File: src/rtl/cfg_commit_pkg.sv
package cfg_commit_pkg;
  localparam int NUM_SRC      = 4;
  localparam int REG_COMMIT   = 0;
  localparam int REG_IRQ_EN   = 1;
  localparam int REG_IRQ_STAT = 2;
  localparam int REG_IRQ_ACK  = 3;
  localparam int REG_CFG_BASE = 4;

  localparam int SRC_LINE     = 0;
  localparam int SRC_UNDERRUN = 1;
  localparam int SRC_XFER_ERR = 2;
  localparam int SRC_COMMIT   = 3;

  localparam int CMT_NOW_BIT  = 0;
  localparam int CMT_VBL_BIT  = 1;

  typedef logic [NUM_SRC-1:0] src_vec_t;

  // Sticky flag update: clear first, then set, so a set event wins.
  function automatic src_vec_t flag_update(src_vec_t cur, src_vec_t set_v, src_vec_t ack_v);
    flag_update = (cur & ~ack_v) | set_v;
  endfunction

  function automatic logic irq_reduce(src_vec_t st, src_vec_t en);
    irq_reduce = |(st & en);
  endfunction

  // Pending-bit update for one commit request kind.
  function automatic logic pend_update(logic cur, logic req, logic fired);
    pend_update = req | (cur & ~fired);
  endfunction
endpackage

File: src/rtl/commit_sequencer.sv
module commit_sequencer
  import cfg_commit_pkg::*;
(
  input  logic clk_i,
  input  logic rst_ni,
  input  logic req_now_i,
  input  logic req_vbl_i,
  input  logic vblank_i,
  output logic now_pend_o,
  output logic vbl_pend_o,
  output logic fire_o
);
  logic now_q, vbl_q;
  logic fire_now, fire_vbl;

  assign fire_now = now_q;
  assign fire_vbl = vbl_q & vblank_i;
  assign fire_o   = fire_now | fire_vbl;

  always_ff @(posedge clk_i or negedge rst_ni) begin
    if (!rst_ni) begin
      now_q <= 1'b0;
      vbl_q <= 1'b0;
    end else begin
      now_q <= pend_update(now_q, req_now_i, fire_o);
      vbl_q <= pend_update(vbl_q, req_vbl_i, fire_o);
    end
  end

  assign now_pend_o = now_q;
  assign vbl_pend_o = vbl_q;
endmodule

File: src/rtl/cfg_dual_bank.sv
module cfg_dual_bank #(
  parameter int DATA_W  = 32,
  parameter int NUM_CFG = 8,
  parameter int ADDR_W  = 4
) (
  input  logic                      clk_i,
  input  logic                      rst_ni,
  input  logic                      wr_i,
  input  logic [ADDR_W-1:0]         waddr_i,
  input  logic [DATA_W-1:0]         wdata_i,
  input  logic                      commit_i,
  output logic [NUM_CFG*DATA_W-1:0] staging_o,
  output logic [NUM_CFG*DATA_W-1:0] live_o
);
  import cfg_commit_pkg::*;

  for (genvar i = 0; i < NUM_CFG; i++) begin : g_word
    localparam logic [ADDR_W-1:0] WORD_ADDR = ADDR_W'(REG_CFG_BASE + i);
    logic [DATA_W-1:0] stage_q, live_q;
    logic              hit;

    assign hit = wr_i && (waddr_i == WORD_ADDR);

    always_ff @(posedge clk_i or negedge rst_ni) begin
      if (!rst_ni) begin
        stage_q <= '0;
        live_q  <= '0;
      end else begin
        if (hit)      stage_q <= wdata_i;
        if (commit_i) live_q  <= stage_q;
      end
    end

    assign staging_o[i*DATA_W +: DATA_W] = stage_q;
    assign live_o[i*DATA_W +: DATA_W]    = live_q;
  end
endmodule

File: src/rtl/event_status_unit.sv
module event_status_unit
  import cfg_commit_pkg::*;
(
  input  logic     clk_i,
  input  logic     rst_ni,
  input  src_vec_t set_i,
  input  logic     ack_wr_i,
  input  src_vec_t ack_mask_i,
  input  logic     en_wr_i,
  input  src_vec_t en_data_i,
  output src_vec_t status_o,
  output src_vec_t enable_o,
  output logic     irq_o
);
  src_vec_t stat_q, en_q, ack_eff;

  assign ack_eff = ack_wr_i ? ack_mask_i : '0;

  always_ff @(posedge clk_i or negedge rst_ni) begin
    if (!rst_ni) begin
      stat_q <= '0;
      en_q   <= '0;
    end else begin
      stat_q <= flag_update(stat_q, set_i, ack_eff);
      if (en_wr_i) en_q <= en_data_i;
    end
  end

  assign status_o = stat_q;
  assign enable_o = en_q;
  assign irq_o    = irq_reduce(stat_q, en_q);
endmodule

File: src/rtl/cfg_commit_irq_ctrl.sv
module cfg_commit_irq_ctrl
  import cfg_commit_pkg::*;
#(
  parameter int DATA_W  = 32,
  parameter int NUM_CFG = 8,
  parameter int ADDR_W  = 4
) (
  input  logic                      clk_i,
  input  logic                      rst_ni,
  input  logic                      reg_wr_i,
  input  logic [ADDR_W-1:0]         reg_waddr_i,
  input  logic [DATA_W-1:0]         reg_wdata_i,
  input  logic [ADDR_W-1:0]         reg_raddr_i,
  output logic [DATA_W-1:0]         reg_rdata_o,
  input  logic                      vblank_i,
  input  logic                      line_evt_i,
  input  logic                      underrun_evt_i,
  input  logic                      xfer_err_evt_i,
  output logic [NUM_CFG*DATA_W-1:0] active_cfg_o,
  output logic                      irq_o
);
  localparam int BANK_W = NUM_CFG * DATA_W;
  localparam logic [ADDR_W-1:0] A_COMMIT = ADDR_W'(REG_COMMIT);
  localparam logic [ADDR_W-1:0] A_EN     = ADDR_W'(REG_IRQ_EN);
  localparam logic [ADDR_W-1:0] A_STAT   = ADDR_W'(REG_IRQ_STAT);
  localparam logic [ADDR_W-1:0] A_ACK    = ADDR_W'(REG_IRQ_ACK);

  // Named internal events, used by the bound checker.
  logic        commit_wr, ack_wr, en_wr;
  logic        now_pend, vbl_pend, commit_fire;
  src_vec_t    evt_set, irq_stat, irq_en;
  logic [BANK_W-1:0] staging_flat;

  assign commit_wr = reg_wr_i && (reg_waddr_i == A_COMMIT);
  assign ack_wr    = reg_wr_i && (reg_waddr_i == A_ACK);
  assign en_wr     = reg_wr_i && (reg_waddr_i == A_EN);

  commit_sequencer u_seq (
    .clk_i      (clk_i),
    .rst_ni     (rst_ni),
    .req_now_i  (commit_wr && reg_wdata_i[CMT_NOW_BIT]),
    .req_vbl_i  (commit_wr && reg_wdata_i[CMT_VBL_BIT]),
    .vblank_i   (vblank_i),
    .now_pend_o (now_pend),
    .vbl_pend_o (vbl_pend),
    .fire_o     (commit_fire)
  );

  cfg_dual_bank #(.DATA_W(DATA_W), .NUM_CFG(NUM_CFG), .ADDR_W(ADDR_W)) u_bank (
    .clk_i     (clk_i),
    .rst_ni    (rst_ni),
    .wr_i      (reg_wr_i),
    .waddr_i   (reg_waddr_i),
    .wdata_i   (reg_wdata_i),
    .commit_i  (commit_fire),
    .staging_o (staging_flat),
    .live_o    (active_cfg_o)
  );

  always_comb begin
    evt_set               = '0;
    evt_set[SRC_LINE]     = line_evt_i;
    evt_set[SRC_UNDERRUN] = underrun_evt_i;
    evt_set[SRC_XFER_ERR] = xfer_err_evt_i;
    evt_set[SRC_COMMIT]   = commit_fire;
  end

  event_status_unit u_evt (
    .clk_i      (clk_i),
    .rst_ni     (rst_ni),
    .set_i      (evt_set),
    .ack_wr_i   (ack_wr),
    .ack_mask_i (reg_wdata_i[NUM_SRC-1:0]),
    .en_wr_i    (en_wr),
    .en_data_i  (reg_wdata_i[NUM_SRC-1:0]),
    .status_o   (irq_stat),
    .enable_o   (irq_en),
    .irq_o      (irq_o)
  );

  always_comb begin
    reg_rdata_o = '0;
    case (reg_raddr_i)
      A_COMMIT: reg_rdata_o = {{(DATA_W-2){1'b0}}, vbl_pend, now_pend};
      A_EN:     reg_rdata_o = {{(DATA_W-NUM_SRC){1'b0}}, irq_en};
      A_STAT:   reg_rdata_o = {{(DATA_W-NUM_SRC){1'b0}}, irq_stat};
      default: begin
        for (int i = 0; i < NUM_CFG; i++) begin
          if (reg_raddr_i == ADDR_W'(REG_CFG_BASE + i))
            reg_rdata_o = staging_flat[i*DATA_W +: DATA_W];
        end
      end
    endcase
  end
endmodule

File: config.mk
export PLATFORM = sky130hd
export DESIGN_NAME = cfg_commit_irq_ctrl
export DESIGN_NICKNAME = d
export VERILOG_FILES = /design/src/rtl/cfg_commit_pkg.sv /design/src/rtl/commit_sequencer.sv /design/src/rtl/cfg_dual_bank.sv /design/src/rtl/event_status_unit.sv /design/src/rtl/cfg_commit_irq_ctrl.sv
export SDC_FILE = /design/constraint.sdc
export NUM_CORES = 1
export LEC_CHECK = 0
export BUFFER_PORTS_ARGS = -buffer_cell sky130_fd_sc_hd__buf_2
export CORE_UTILIZATION = 35
export CTS_BUF_LIST = sky130_fd_sc_hd__clkbuf_16
export CTS_CLUSTER_DIAMETER = 30
export DETAILED_ROUTE_END_ITERATION = 10
export GPL_TIMING_DRIVEN = 0
export PLACE_DENSITY_LB_ADDON = 0.25
export SLEW_MARGIN = 15
export SYNTH_ARGS = -nofsm -noshare
export SYNTH_HDL_FRONTEND = slang
export SYNTH_HIERARCHICAL = 1
export SYNTH_SLANG_ARGS = --single-unit
File: constraint.sdc
create_clock -name clk_i -period 1.6 [get_ports clk_i]
set_input_delay 0.08 -clock clk_i [delete_from_list [all_inputs] [get_ports clk_i]]
set_output_delay 0.08 -clock clk_i [all_outputs]
set_load 0.01 [all_outputs]
======== After elaboration in Yosys (flattened, before gate mapping) ========
Cells that the tools add are included.
cells by class
  reduce and logical (&&, ||, !) cells .... 16
  bitwise operators ....................... 11
  multiplexer cells ....................... 10
  equality and inequality tests ........... 20
operators with widths
  cell                count
  $mux 32             8
  $pmux 32 s3         1
  $eq 4x3->1 const B  8
  $eq 4x4->1 const B  8
  $logic_and 1x1->1   13
  $and 4x4->4         2
  $eq 4x1->1 const B  2
  $eq 4x2->1 const B  2
  $logic_not 4->1     2
  $mux 4              1
  $not 4->4           1
  $or 4x4->4          1
  $reduce_or 4->1     1
  $and 1x1->1         3
  $or 1x1->1          3
  $not 1->1           1
storage, ports and cells
  output and inout port bits .............. 289
  register bits ........................... 522
  input bits .............................. 47
  logic and storage cells ................. 77

======== Longest topological paths before layout ========
  depth in word-level cells ............... 10
  gate-level depth with buffers ........... 8
  depth with buffers taken out ............ 5

======== Modules after synthesis ========
The synthesis kept the hierarchy.
modules (own cells, without submodules)
  module               times used  cells an instance  sequential area each (um2)  area each (um2)
  cfg_dual_bank        1           1091               12812.3                     18966.9
  cfg_commit_irq_ctrl  1           334                0.0                         2487.4
  event_status_unit    1           23                 200.2                       309.0
  commit_sequencer     1           6                  50.0                        73.8

======== Worst setup path before layout ========
OpenSTA, ideal clock, no wires.
  kind .................................... register to register
  from .................................... reg u_seq.vbl_q, in the netlist u_seq/vbl_pend_o
  to ...................................... reg u_bank.g_word[0].live_q[0]
  setup time .............................. 0.125 ns
  buffers on the path ..................... 2
  slack ................................... 0.092 ns
  data arrival time ....................... 1.383 ns
  required time ........................... 1.475 ns
  cell stages (with the launch flop) ...... 5
  period minus slack after synthesis ...... 1.508 ns
  cell sequence ........................... dfrtp_1 -> a21o_2 -> clkbuf_1 -> buf_2 -> mux2_2
between the ends
  word-level cells in the longest chain between the ends .. 2
ends and longest elaborated chain
  what                    RTL line                   text
  start, declared         commit_sequencer.sv:13     logic now_q, vbl_q;
  start signal, assigned  commit_sequencer.sv:26     vbl_q <= pend_update(vbl_q, req_vbl_i, fire_o);
  $and 1x1->1             commit_sequencer.sv:17     assign fire_vbl = vbl_q & vblank_i;
  $or 1x1->1              commit_sequencer.sv:18     assign fire_o = fire_now | fire_vbl;
  net commit_fire         cfg_commit_irq_ctrl.sv:30  logic now_pend, vbl_pend, commit_fire;
  end signal, assigned    cfg_dual_bank.sv:30        if (commit_i) live_q <= stage_q;
  end, declared           cfg_dual_bank.sv:19        logic [DATA_W-1:0] stage_q, live_q;
The timed path passes the listed nets, and every way through them passes these cells.
A chain may end at the register's enable or synchronous reset.

======== Worst setup path after layout ========
  from .................................... reg u_bank.g_word[1].stage_q[1]
  to ...................................... out reg_rdata_o[1]
between the ends
  word-level cells in the longest chain between the ends .. 8
ends and longest elaborated chain
  what                    RTL line                   text
  start, declared         cfg_dual_bank.sv:19
  start signal, assigned  cfg_dual_bank.sv:29        if (hit) stage_q <= wdata_i;
  $mux 32 (7 in series)   cfg_commit_irq_ctrl.sv:89  if (reg_raddr_i == ADDR_W'(REG_CFG_BASE + i))
  $pmux 32 s3             cfg_commit_irq_ctrl.sv:83  case (reg_raddr_i)
  end, declared           cfg_commit_irq_ctrl.sv:14  output logic [DATA_W-1:0] reg_rdata_o,
Every way passes these cells.

==> summary.md <==
| Metric | Value |
|---|---|
| Status | finished with violations |
| Violated checks | negative hold slack, negative setup slack |
| Post-route ant nets | 0 |
| Final hold violations | 74 |
| Share of cells above drive strength 1 | 59.8% |
| Relative slew margins | 32.2% |
| Clock sink count | 522 |
| Initial Util | approximately 35% |
| Detailed Route Iter0 Violations | 904 |
| Fin util | 49.0% |
| Clk buf depth | 3 |
| Sequential area share after synthesis | around three fifths |
| CORE AREA | ~62000 um^2 |
| P_sw | between 15 and 20 mW |
| Mapped Nets | 1501 |
| Synth Flop Type | dfrtp_1 |
| Wire per inst | 26.0 um |
| Grt total ovfl | 0 |
| Critical Path Fanout Max | 2 |
| Clk slew on worst S/H paths | 0.04 ns |
| Share of the synthesized area in the top cell type | 59.8% |
| Placed wire-length estimate | 51.1 mm |
| Filler cells | around 5500 |
| Endpoints failing setup | 32 |
| P_int | 38.7 mW |
| Slew @ Worst Pin | 1.02 ns |
| Number of port buffers | 333 |
| Post-Route WL | 77.2 mm |
| Largest net degree at the start of global routing | 107 |
| P_leak | 14.4 nW |
| Placed Area | 24700 um^2 |
| Initial antenna violation count | 2 |
| GR Util All Layers | 24.6% |
| CTS Buf Count | 130 |
| Post-synth ARST share | 100% |
| Routed vias | 15300 |
| # rows | 91 |
| Period utilization | 130% |
| RSZ-0062 raised after global routing | yes |
| Slew Limit Fails | 0 |
| Drt via density | 5.15 |
| NumNets Final | 2079 |
| Cells after synthesis | ~1500 |
| Critical path class | flip-flop to output port |
| Final WS setup | -0.482 ns |
| Global-route wire length before repair | 111 mm |
| Sw frac | 28.1% |
| Max-Cap Viols | 0 |
| Clock power share | 45.3% |
| Place WS | -1.21 ns |
| Final estimated routing congestion in global placement | 0.852 |
| Crit path required time | 1.52 ns |
| CP arrival | about 2 ns |
| DRC | 0 |
| CTS Hold Bufs | 48 |
| Synthesized area per cell | between 15 and 20 um^2 |
| Comb pwr share | a little under a fifth |
| Root Buffer | clkbuf_16 |
| Cell taking the most area after synthesis | dfrtp_1 |
| PD cells | 1780 nW/um^2 |
| DIE AREA | about 63000 um^2 |
| Chip height | 252 um |
| Max Freq | 0.480 GHz |
| Clock insertion delay at the later pin of the skew report | 0.70 ns |
| Number of enable flip-flop cells after synthesis | 0 |
| Seq pwr share | 36.2% |
| Drt pass-1 iters | 5 |
| Post-synthesis cell area | 21800 um^2 |
| CP startpoint kind | flip-flop |
| CTS tree | yes |
| Hold Crit Class | input pin to asynchronous set/reset pin |
| Die Width | 252 um |
| Crit end category | output port |
| Crit path time final | 2.08 ns |
| Yosys warnings | 6 |
| Most frequent cells in the layout | 531 x mux2_2, 520 x dfrtp_1, 356 x buf_2 |
| Layout Area Growth over Synthesis | 38.4% |
| Vias in the first global route | between 15000 and 20000 |
| Finished Cell Area | between 30000 and 40000 um^2 |
| Top-level I/O count | 336 |
| Clock Skew | 0.0268 ns |
| H-tree depth | 4 |
| Commonest non-fill, non-tap cell in the layout | mux2_2 |
| Design Power | 53.9 mW |
| Synth area leaders | dfrtp_1 60%, mux2_2 27%, mux2i_1 1.5% |
| Synth cell types | between 40 and 50 |
| Worst vdd ir | 0.914 mV |
| Worst hold margin | -0.0649 ns |
| Synth Register Bits | 522 |
==> registers in the layout (all words and copies together) (netlist names) <==
name	count
u_bank/g_word.live_q	256
u_bank/g_word.stage_q	256
u_evt/enable_o	4
u_evt/status_o	4
u_seq/now_pend_o	1
u_seq/vbl_pend_o	1
==> logic make-up after synthesis <==
logic type             after synthesis  synth area share, %
muxes                              579                 30.1
DFF                                522                 59.8
AOI/OAI and AO/OA                  169                 5.40
buffers and inverters              101                 2.48
and+or+nand+nor                     83                 2.20
==> synth_stat cells, drive strengths merged (3+ instances only) <==
library cell and number:
dfrtp 522, o21ai 56, clkbuf 24, inv 5
a22o 3, a31oi 3, o221ai 3, nand2b 6
nor2b 5, mux4 7, a22oi 26, a21o 6
mux2i 32, mux2 540, nor2 18, nand2 13
buf 72, nand3b 30, a221oi 30, and2 6
a21oi 34
==> cell type report <==
class	instances	area (um^2)	share of cell area [%]
diodes	5	12.5	0.0414
plain buffers	96	727	2.41
clock buffers	135	3380	11.2
clock inverters	96	744	2.46
inverters	5	18.8	0.0621
multi-input cells	831	8460	28.0
flip-flops and latches	522	13100	43.2
well taps	837	1050	3.47
repair buffers	446	2770	9.17
==> path summary, 6_finish.rpt <==
kind / startpoint / to / slack, ns / depth (start not counted)
max in group asynchronous: rst_ni / u_bank/g_word[7].stage_q[23]$_DFFE_PN0P_ / 0.29 / 4
min reg2reg: u_bank/g_word[7].live_q[13]$_DFFE_PN0P_ / u_bank/g_word[7].live_q[13]$_DFFE_PN0P_ / 0.49 / 1
max reg2reg: u_seq/vbl_pend_o$_DFF_PN0_ / u_bank/g_word[7].live_q[12]$_DFFE_PN0P_ / 0.01 / 4
min: rst_ni / u_bank/g_word[7].live_q[4]$_DFFE_PN0P_ / -0.06 / 2
max: u_bank/g_word[1].stage_q[1]$_DFFE_PN0P_ / reg_rdata_o[1] / -0.48 / 5
min in group clk_i: reg_waddr_i[1] / u_bank/g_word[3].stage_q[31]$_DFFE_PN0P_ / 0.06 / 4
==> what timing repair did <==
action	CTS	global route
endpoints found under the hold margin	521	74
pin swaps	47	31
gates resized for setup	122	44
endpoints found under the setup margin	289	260
setup buffers	44	16
==> stage by stage <==
step / std cells / setup TNS, ns
floorplan: 1454 / 0
global placement: 2624 / -5574.13
detailed placement: 2629 / -231.21
CTS: 2952 / -14.31
global route: 2970 / -15.29
finish: 2973 / -12.02
==> worst max-delay path, cell delays in order, from the launching register on <==
cell      delay (ns)
dfrtp_1         0.36
mux2i_1         0.15
o21ai_1         0.09
a221oi_2        0.38
o221ai_2        0.18
buf_2           0.17
==> power by group through the flow <==
stage                     registers [mW]  clock network [mW]  logic [mW]
after floorplan                     19.8                   0        4.22
after global placement              19.6                   0        8.95
after detailed placement            19.7                   0        9.20
after CTS                           19.4                24.8        9.91
after global routing                19.9                25.6        10.7
final                               19.5                24.4        9.98
==> layer usage <==
metal | up-vias | share of wire (%) | global-route usage (%)
li1 | 6578 | - | -
met4 | 0 | 3.1 | 9.04
met5 | - | 0 | 0
met3 | 122 | 6.6 | 6.41
met1 | 8103 | 43 | 32.5
met2 | 518 | 47 | 38.8
(Power assumes the default switching activity.)
